$ cat src/rtl/rtc_pkg.sv
package rtc_pkg;
  localparam int NIB_W      = 4;
  localparam int NUM_DIGITS = 15;
  localparam logic [3:0] CTRL_ADDR = 4'hF;

  // bank 0 digit slots (decoded by software, so positions are fixed)
  localparam int SEC_U = 0;
  localparam int SEC_T = 1;
  localparam int MIN_U = 2;
  localparam int MIN_T = 3;
  localparam int HR_U  = 4;
  localparam int HR_T  = 5;
  localparam int DOW   = 6;
  localparam int DAY_U = 7;
  localparam int DAY_T = 8;
  localparam int MON_U = 9;
  localparam int MON_T = 10;
  localparam int YR_U  = 11;
  localparam int YR_T  = 12;
  localparam int YR_H  = 13;
  localparam int YR_K  = 14;

  // strobes from control to datapath
  typedef struct packed {
    logic advance;
    logic digitWr;
  } dpStrobe_t;

  // returns {carry, next digit}; wraps to 0 once the digit reaches lim
  function automatic logic [4:0] bcdInc(input logic [3:0] val, input logic [3:0] lim);
    if (val >= lim) return {1'b1, 4'd0};
    return {1'b0, val + 4'd1};
  endfunction

  function automatic logic [3:0] rstValue(input int idx);
    if (idx == DAY_U || idx == MON_U) return 4'd1;
    if (idx == YR_K) return 4'd2;
    return 4'd0;
  endfunction
endpackage

$ cat src/rtl/rtc_ctrl.sv
module rtc_ctrl
  import rtc_pkg::*;
#(
  parameter int BUSY_CYCLES = 2
) (
  input  logic       clk,
  input  logic       rstN,
  input  logic       secTick,
  input  logic [3:0] addr,
  input  logic [2:0] ctrlWrBits,
  input  logic       wrEn,
  output logic       stopBit,
  output logic [1:0] bankSel,
  output logic       busyFlag,
  output dpStrobe_t  strobe
);
  localparam int CNT_W = $clog2(BUSY_CYCLES + 1);

  logic [CNT_W-1:0] busyCnt;
  logic             advPend;
  logic             tickTaken;

  assign tickTaken = secTick && !stopBit;

  always_ff @(posedge clk or negedge rstN) begin
    if (!rstN) begin
      stopBit <= 1'b0;
      bankSel <= 2'd0;
      busyCnt <= '0;
      advPend <= 1'b0;
    end else begin
      if (wrEn && addr == CTRL_ADDR) begin
        bankSel <= ctrlWrBits[2:1];
        stopBit <= ctrlWrBits[0];
      end
      advPend <= tickTaken;
      if (tickTaken) busyCnt <= CNT_W'(BUSY_CYCLES);
      else if (busyCnt != '0) busyCnt <= busyCnt - 1'b1;
    end
  end

  assign busyFlag       = busyCnt != '0;
  assign strobe.advance = advPend;
  assign strobe.digitWr = wrEn && addr != CTRL_ADDR && bankSel == 2'd0;
endmodule

$ cat src/rtl/rtc_datapath.sv
module rtc_datapath
  import rtc_pkg::*;
(
  input  logic       clk,
  input  logic       rstN,
  input  dpStrobe_t  strobe,
  input  logic [3:0] addr,
  input  logic [3:0] wrData,
  output logic [3:0] rdDigit,
  output logic [3:0] secUnits,
  output logic [3:0] dowDigit
);
  logic [3:0] dig [NUM_DIGITS];
  logic [3:0] nxt [NUM_DIGITS];

  logic [4:0] s0, s1, m0, m1, h0, d0, y0, y1, y2, y3;
  logic       minCarry, hrCarry, hourWrap, dayCarry, monCarry, yrCarry, leap;
  logic [6:0] monBin, dayBin, lastDay, yy, cc;

  always_comb begin
    for (int i = 0; i < NUM_DIGITS; i++) nxt[i] = dig[i];

    // seconds and minutes
    s0 = bcdInc(dig[SEC_U], 4'd9);
    s1 = bcdInc(dig[SEC_T], 4'd5);
    m0 = bcdInc(dig[MIN_U], 4'd9);
    m1 = bcdInc(dig[MIN_T], 4'd5);
    nxt[SEC_U] = s0[3:0];
    if (s0[4]) nxt[SEC_T] = s1[3:0];
    minCarry = s0[4] && s1[4];
    if (minCarry) nxt[MIN_U] = m0[3:0];
    if (minCarry && m0[4]) nxt[MIN_T] = m1[3:0];
    hrCarry = minCarry && m0[4] && m1[4];

    // hours 00..23
    hourWrap = dig[HR_T] >= 4'd2 && dig[HR_U] >= 4'd3;
    h0 = bcdInc(dig[HR_U], 4'd9);
    if (hrCarry) begin
      if (hourWrap) begin
        nxt[HR_U] = 4'd0;
        nxt[HR_T] = 4'd0;
      end else begin
        nxt[HR_U] = h0[3:0];
        if (h0[4]) nxt[HR_T] = dig[HR_T] + 4'd1;
      end
    end
    dayCarry = hrCarry && hourWrap;

    // day of week
    if (dayCarry) nxt[DOW] = (dig[DOW] >= 4'd6) ? 4'd0 : dig[DOW] + 4'd1;

    // leap year from BCD digits
    yy   = 7'(dig[YR_T]) * 7'd10 + 7'(dig[YR_U]);
    cc   = 7'(dig[YR_K]) * 7'd10 + 7'(dig[YR_H]);
    leap = (yy != 7'd0) ? (yy[1:0] == 2'd0) : (cc[1:0] == 2'd0);

    // month length
    monBin = 7'(dig[MON_T]) * 7'd10 + 7'(dig[MON_U]);
    dayBin = 7'(dig[DAY_T]) * 7'd10 + 7'(dig[DAY_U]);
    case (monBin)
      7'd2:                     lastDay = leap ? 7'd29 : 7'd28;
      7'd4, 7'd6, 7'd9, 7'd11:  lastDay = 7'd30;
      default:                  lastDay = 7'd31;
    endcase
    monCarry = dayCarry && dayBin >= lastDay;

    d0 = bcdInc(dig[DAY_U], 4'd9);
    if (dayCarry) begin
      if (monCarry) begin
        nxt[DAY_U] = 4'd1;
        nxt[DAY_T] = 4'd0;
      end else begin
        nxt[DAY_U] = d0[3:0];
        if (d0[4]) nxt[DAY_T] = dig[DAY_T] + 4'd1;
      end
    end

    // month 01..12
    yrCarry = monCarry && monBin >= 7'd12;
    if (monCarry) begin
      if (yrCarry) begin
        nxt[MON_U] = 4'd1;
        nxt[MON_T] = 4'd0;
      end else if (dig[MON_U] >= 4'd9) begin
        nxt[MON_U] = 4'd0;
        nxt[MON_T] = dig[MON_T] + 4'd1;
      end else begin
        nxt[MON_U] = dig[MON_U] + 4'd1;
      end
    end

    // four-digit year chain
    y0 = bcdInc(dig[YR_U], 4'd9);
    y1 = bcdInc(dig[YR_T], 4'd9);
    y2 = bcdInc(dig[YR_H], 4'd9);
    y3 = bcdInc(dig[YR_K], 4'd9);
    if (yrCarry) nxt[YR_U] = y0[3:0];
    if (yrCarry && y0[4]) nxt[YR_T] = y1[3:0];
    if (yrCarry && y0[4] && y1[4]) nxt[YR_H] = y2[3:0];
    if (yrCarry && y0[4] && y1[4] && y2[4]) nxt[YR_K] = y3[3:0];
  end

  for (genvar gi = 0; gi < NUM_DIGITS; gi++) begin : g_digit
    logic [3:0] q;
    logic       wrHit;
    assign wrHit = strobe.digitWr && addr == 4'(gi);
    always_ff @(posedge clk or negedge rstN) begin
      if (!rstN)                q <= rstValue(gi);
      else if (wrHit)           q <= wrData;
      else if (strobe.advance)  q <= nxt[gi];
    end
    assign dig[gi] = q;
  end

  always_comb begin
    rdDigit = '0;
    for (int i = 0; i < NUM_DIGITS; i++)
      if (addr == 4'(i)) rdDigit = dig[i];
  end

  assign secUnits = dig[SEC_U];
  assign dowDigit = dig[DOW];
endmodule

$ cat src/rtl/nibble_rtc.sv
module nibble_rtc
  import rtc_pkg::*;
#(
  parameter int BUSY_CYCLES = 2
) (
  input  logic       clk,
  input  logic       rstN,
  input  logic       secTick,
  input  logic [3:0] addr,
  input  logic [3:0] wrData,
  input  logic       wrEn,
  input  logic       rdEn,
  output logic [3:0] rdData
);
  dpStrobe_t  strobe;
  logic       stopBit;
  logic [1:0] bankSel;
  logic       busyFlag;
  logic [3:0] rdDigit;
  logic [3:0] secUnits;
  logic [3:0] dowDigit;

  rtc_ctrl #(.BUSY_CYCLES(BUSY_CYCLES)) u_ctrl (
    .clk        (clk),
    .rstN       (rstN),
    .secTick    (secTick),
    .addr       (addr),
    .ctrlWrBits (wrData[3:1]),
    .wrEn       (wrEn),
    .stopBit    (stopBit),
    .bankSel    (bankSel),
    .busyFlag   (busyFlag),
    .strobe     (strobe)
  );

  rtc_datapath u_dp (
    .clk      (clk),
    .rstN     (rstN),
    .strobe   (strobe),
    .addr     (addr),
    .wrData   (wrData),
    .rdDigit  (rdDigit),
    .secUnits (secUnits),
    .dowDigit (dowDigit)
  );

  always_comb begin
    rdData = '0;
    if (rdEn) begin
      if (addr == CTRL_ADDR)    rdData = {bankSel, stopBit, busyFlag};
      else if (bankSel == 2'd0) rdData = rdDigit;
    end
  end
endmodule

$ cat config.mk
export PLATFORM = sky130hd
export DESIGN_NAME = nibble_rtc
export DESIGN_NICKNAME = d
export VERILOG_FILES = /design/src/rtl/rtc_pkg.sv /design/src/rtl/rtc_ctrl.sv /design/src/rtl/rtc_datapath.sv /design/src/rtl/nibble_rtc.sv
export SDC_FILE = /design/constraint.sdc
export NUM_CORES = 1
export LEC_CHECK = 0
export BUFFER_PORTS_ARGS = -buffer_cell sky130_fd_sc_hd__buf_2
export CORE_MARGIN = 3
export CORE_UTILIZATION = 55
export CTS_CLUSTER_DIAMETER = 40
export DETAILED_ROUTE_END_ITERATION = 10
export PLACE_DENSITY_LB_ADDON = 0.2
export SETUP_SLACK_MARGIN = 0.2
export SYNTH_ARGS = -nofsm -noshare
export SYNTH_HDL_FRONTEND = slang
export SYNTH_SLANG_ARGS = --single-unit
$ cat constraint.sdc
create_clock -name clk -period 7.6 [get_ports clk]
set_input_delay 0.38 -clock clk [delete_from_list [all_inputs] [get_ports clk]]
set_output_delay 0.38 -clock clk [all_outputs]
set_load 0.005 [all_outputs]
==> impl.org <==
** Status
- The flow ran to the end, and the final reports show no timing, DRC or antenna violations.

** Layout
- Once layout is complete, the utilization of the core stands at between 60% and 70%.
- For this run, the number of standard cells in the final layout without fillers is 857.
- The number of antenna diodes in the final layout is 0.
- For this run, the post-layout net count is 796.
- In the final layout, the share of cells above drive strength 1 is approximately 9%.
- Area added between synthesis and finish :: 7.21%

** Critical path
- CP max-delay cell :: or4_1
- CP arrival :: around 4.9 ns
- Element type at the critical path end :: flip-flop
- Cells along the critical path :: ha_1 -> ha_1 -> inv_1 -> fa_1 -> xor2_1 -> nor3b_1 -> mux2i_1 -> o21ai_0 -> a21oi_1 -> nor3_1 -> o21ai_0 -> ha_1 -> nand2b_1 -> a21o_1 -> a31oi_1 -> o21ai_2 -> nand3_2 -> or4_1 -> a31oi_1
- STA classifies the critical path startpoint as a flip-flop.
- The worst setup path is of the flip-flop to flip-flop kind.
- CP top delay family :: simple AND/OR/NAND/NOR gates
- Along the worst path, the maximum fanout reaches 26.
- Longest individual stage delay on the worst path :: 0.60 ns
- Counting both buffers and inverters, the worst setup path holds a total of 1.
- In this design, the critical path's most frequently occurring cell is ha_1.
- STA puts the critical path data required time at 7.87 ns.

** Floorplan
- Die Ht :: 110 µm
- In this run the core area contains 37 standard-cell rows.
- 17 I/O pins were placed.
- The die covers between 10000 and 15000 µm².
- Core Region :: between 10000 and 15000 µm²
- Initial Utilization :: 56.8%
- Width of the die :: 110 µm

** Synth
- The synthesized design contains 66 register bits.
- Ys flop type :: dfrtp_1
- Number of distinct standard cells referenced by the synthesized netlist :: ~80
- Of the total synthesized cell area, the portion taken by XOR and XNOR cells is 1.33%.
- Count of mapped cells out of synthesis :: just over 700
- The portion of synthesized area spent on multiplexers is 4.00%.
- The Yosys step of the flow raised 0 warnings.
- The number of nets in the synthesized netlist is ~790.
- After synthesis, the largest family of logic cells by area is simple AND/OR/NAND/NOR gates.
- Of the total synthesized cell area, the portion taken by AND, OR, NAND and NOR gates is 23.8%.
- Summed instance area of the synthesized netlist :: between 5000 and 6000 µm²
- Synth Area in Compound Gates :: a little under a quarter
- Async set-or-reset flop fraction in the synthesized netlist :: 100%
- In this run, synthesis inferred 0 flip-flops with an integrated enable.
- Mean instance size in the synthesized netlist :: 8.31 µm²
- Part of the Yosys area used for sequential elements :: 28.0%
- Summing the areas of all fa, ha and maj instances in the mapped netlist gives 14.9% of the synthesized area.

** Clock network
- Gates resized during post-CTS repair numbered 0.
- Clock H-tree levels :: 3
- Post-CTS Hold Fix Bufs :: 0
- CTS max path bufs :: 2
- Clock-pin slew was measured on the worst setup and hold paths at roughly 0.08 ns.
- Postcts setup bufs :: 0
- TritonCTS built the clock tree.
- Number of CTS-inserted buffers :: 9
- The later pin in the worst-skew pair is clocked with a latency of 0.36 ns.
- Clock root buffer :: clkbuf_8
- Counting every sink on the clock net gives 66.

** STA
- Setup violations remaining at the end of the flow were counted as 0.
- Unrepaired setup endpoints after global routing :: false
- The worst path needs 4.65 ns of the cycle, external delays included.
- Max frequency :: roughly 210 MHz
- Summed over all failing endpoints, the final setup total negative slack is 0 ns.
- Headroom to the max-slew limit came out at 30.9%.
- Slew @ Worst Pin :: 1.04 ns
- Max Transition Viols Final :: 0
- Hold Violations, Final :: 0
- In the finished design, the share of the clock period the worst path needs comes to 61.2%.
- On the final layout, the worst clock skew is 0.0115 ns.

** Power
- Clk pwr share :: 15.4%
- The analysis attributes to net switching a power of 0.00129 W.
- Maximum resistive drop on vdd :: 198 µV
- In this run, the combinational gates consume 54.9% of the power.
- The internal power of the cells totals between 0.001 and 0.0015 W.
- Leakage power summed over all cells :: 2.73 nW
- Switching portion of total power :: 47.8%
- Dividing total power by cell area gives a power density of approximately 420 nW/µm².
- Of the total power, registers draw 29.8%.

** Detailed routing
- Number of iterations in the first detailed-routing pass :: 5
- After detailed routing, the average wire length per cell comes to 19.2 µm.
- For this block, the initial DRC count from the detailed router was 450.
- Remaining number of nets flagged by the antenna check after routing :: 0
- DR vias :: 5591
- In the routed design, unresolved DRC markers number 0.
- Via density per instance :: 6.52
- The final layout contains routed wiring with a total length of 16500 µm.

** Global routing
- Global-route usage over all layers :: 28.1%
- The first global-routing pass estimated 26400 µm of wire.
- Via count of the first global-routing pass :: between 5000 and 6000
- Entering global routing, the biggest net connects 67 pins.
- The initial antenna violation count is 2.
- Aggregate global routing overflow :: 0

** Flow run
- Max-cap viol count :: 0

** Place
- Total instance count after detailed placement :: between 800 and 900
- Count of port buffers added during placement :: 16
- HPWL after detailed placement :: approximately 12000 µm
- At the end of routability-driven placement, the weighted congestion stood at 0.931.

** Worst hold path
- Kind of path behind the tightest hold check :: primary input to asynchronous set/reset pin
## worst reg2reg max path: cells and delay by family, from the launching register on
family,cells,cell delay (ns)
AOI/OAI and AO/OA,7,1.18
xor gates and xnor gates,1,0.16
adders and majority gates,4,1.12
buffers and inverters,1,0.04
DFF,1,0.48
muxes,1,0.09
and+or+nand+nor,5,1.49
## through the flow
step                      hold WS, ns  total power, W  instance area, µm²  setup WS (ns)
final                           0.211         0.00269                6340           2.95
after global routing            0.274         0.00291                6340           2.59
after CTS                       0.259         0.00267                6340           2.98
after detailed placement        0.482         0.00225                6070           3.02
after global placement          0.470         0.00217                6070           3.16
after floorplan                0.0844         0.00186                5920           3.61
## area by class of cell
type                    instances  area, µm²
clock inverters                 6        138
well taps                     136        170
inverters                      47        176
clock buffers                  10        138
multi-input cells             575       3980
flip-flops and latches         66       1660
fillers                       922       4070
repair buffers                 17       87.6
## cell usage in the layout, fill, tap and decap left out, types with 5 or more instances in the layout
master / instances
a211oi_1: 6
a21o_1: 7
a21oi_1: 60
a31oi_1: 24
a32oi_1: 5
and2_1: 5
and3_1: 7
buf_2: 16
clkbuf_8: 10
dfrtp_1: 63
fa_1: 6
ha_1: 61
inv_1: 47
mux2i_1: 9
mux4_2: 5
nand2_1: 52
nand2b_1: 8
nand3_1: 35
nand4_1: 10
nor2_1: 86
nor2b_1: 9
nor3_1: 24
o21ai_0: 39
o21ai_1: 5
o22ai_1: 11
o31ai_1: 8
or4_1: 6
xor2_1: 7
## cells in the mapped netlist (3+ instances only)
library cell | count | area [µm²]
o21ai_1 | 5 | 25.0
and2_1 | 5 | 31.3
buf_2 | 4 | 20.0
inv_1 | 47 | 176
or4_1 | 6 | 45.0
ha_1 | 61 | 763
a21oi_1 | 60 | 300
a21o_1 | 7 | 52.6
nand4b_1 | 4 | 35.0
a21boi_0 | 4 | 30.0
a41oi_1 | 3 | 26.3
buf_1 | 6 | 22.5
nand4_1 | 10 | 62.6
o21a_1 | 3 | 22.5
nand2_1 | 52 | 195
nor3b_1 | 4 | 30.0
a31oi_1 | 24 | 150
nor2b_1 | 9 | 56.3
o31ai_1 | 8 | 60.1
a32oi_1 | 5 | 43.8
nand2b_1 | 8 | 50.1
o22ai_1 | 11 | 68.8
dfstp_2 | 3 | 78.8
o211ai_1 | 3 | 22.5
dfrtp_1 | 63 | 1580
a22oi_1 | 3 | 22.5
a211oi_1 | 6 | 45.0
nor2_1 | 86 | 323
o31a_1 | 3 | 26.3
mux2_2 | 3 | 33.8
clkbuf_1 | 12 | 45.0
a221oi_1 | 4 | 35.0
o21ai_0 | 39 | 195
xor2_1 | 7 | 61.3
mux2i_1 | 9 | 90.1
and3_1 | 7 | 43.8
fa_1 | 6 | 120
mux4_2 | 5 | 113
nor3_1 | 24 | 120
or3_1 | 4 | 25.0
nand3_1 | 35 | 175
## per-layer routing
metal | up-vias | track usage (%) | routed length, µm | share of wire, %
met5 | - | 0 | 36 | 0.22
met4 | 4 | 9.62 | 542 | 3.3
met3 | 53 | 5.81 | 1160 | 7.0
met2 | 238 | 46.3 | 7810 | 47
met1 | 2672 | 36.7 | 6920 | 42
li1 | 2624 | - | - | -
## registers in the layout (all words and copies together) (netlist names)
register	count
u_dp.g_digit.q	52
u_dp.dowDigit	4
u_dp.secUnits	4
u_ctrl.bankSel	2
u_ctrl.busyCnt	2
u_ctrl.advPend	1
u_ctrl.stopBit	1
## power by group through the flow
stage	combinational, W	clock, W	sequential, W
CTS	0.00146	0.000416	0.000789
floorplan	0.00117	0	0.000693
detailed placement	0.00145	0	0.000797
global route	0.00165	0.000433	0.000822
finish	0.00147	0.000412	0.000800
global placement	0.00138	0	0.000784
## kinds of logic (layout without fill, tap and decap cells)
| logic type | Yosys count | after routing |
|---|---|---|
| compound gates | 211 | 211 |
| xor+xnor | 9 | 9 |
| fa+ha+maj | 67 | 67 |
| buf+inv | 71 | 80 |
| flops | 66 | 66 |
| mux | 17 | 17 |
| simple gates | 271 | 271 |
## final timing paths
check | endpoint | startpoint | slack, ns | cells after the start
worst max-delay path | u_dp.g_digit[12].q[2] | u_dp.g_digit[12].q[3] | 2.95 | 19
worst min-delay path | u_dp.g_digit[10].q[2] | rstN | 0.21 | 2
worst max register to register | u_dp.g_digit[12].q[2] | u_dp.g_digit[12].q[3] | 2.95 | 19
worst min register to register | u_ctrl.advPend | u_ctrl.stopBit | 0.49 | 1
max in group asynchronous | u_ctrl.bankSel[1] | rstN | 6.78 | 2
min in group clk | u_ctrl.advPend | secTick | 0.30 | 2
Power figures use the tool's default switching activity.
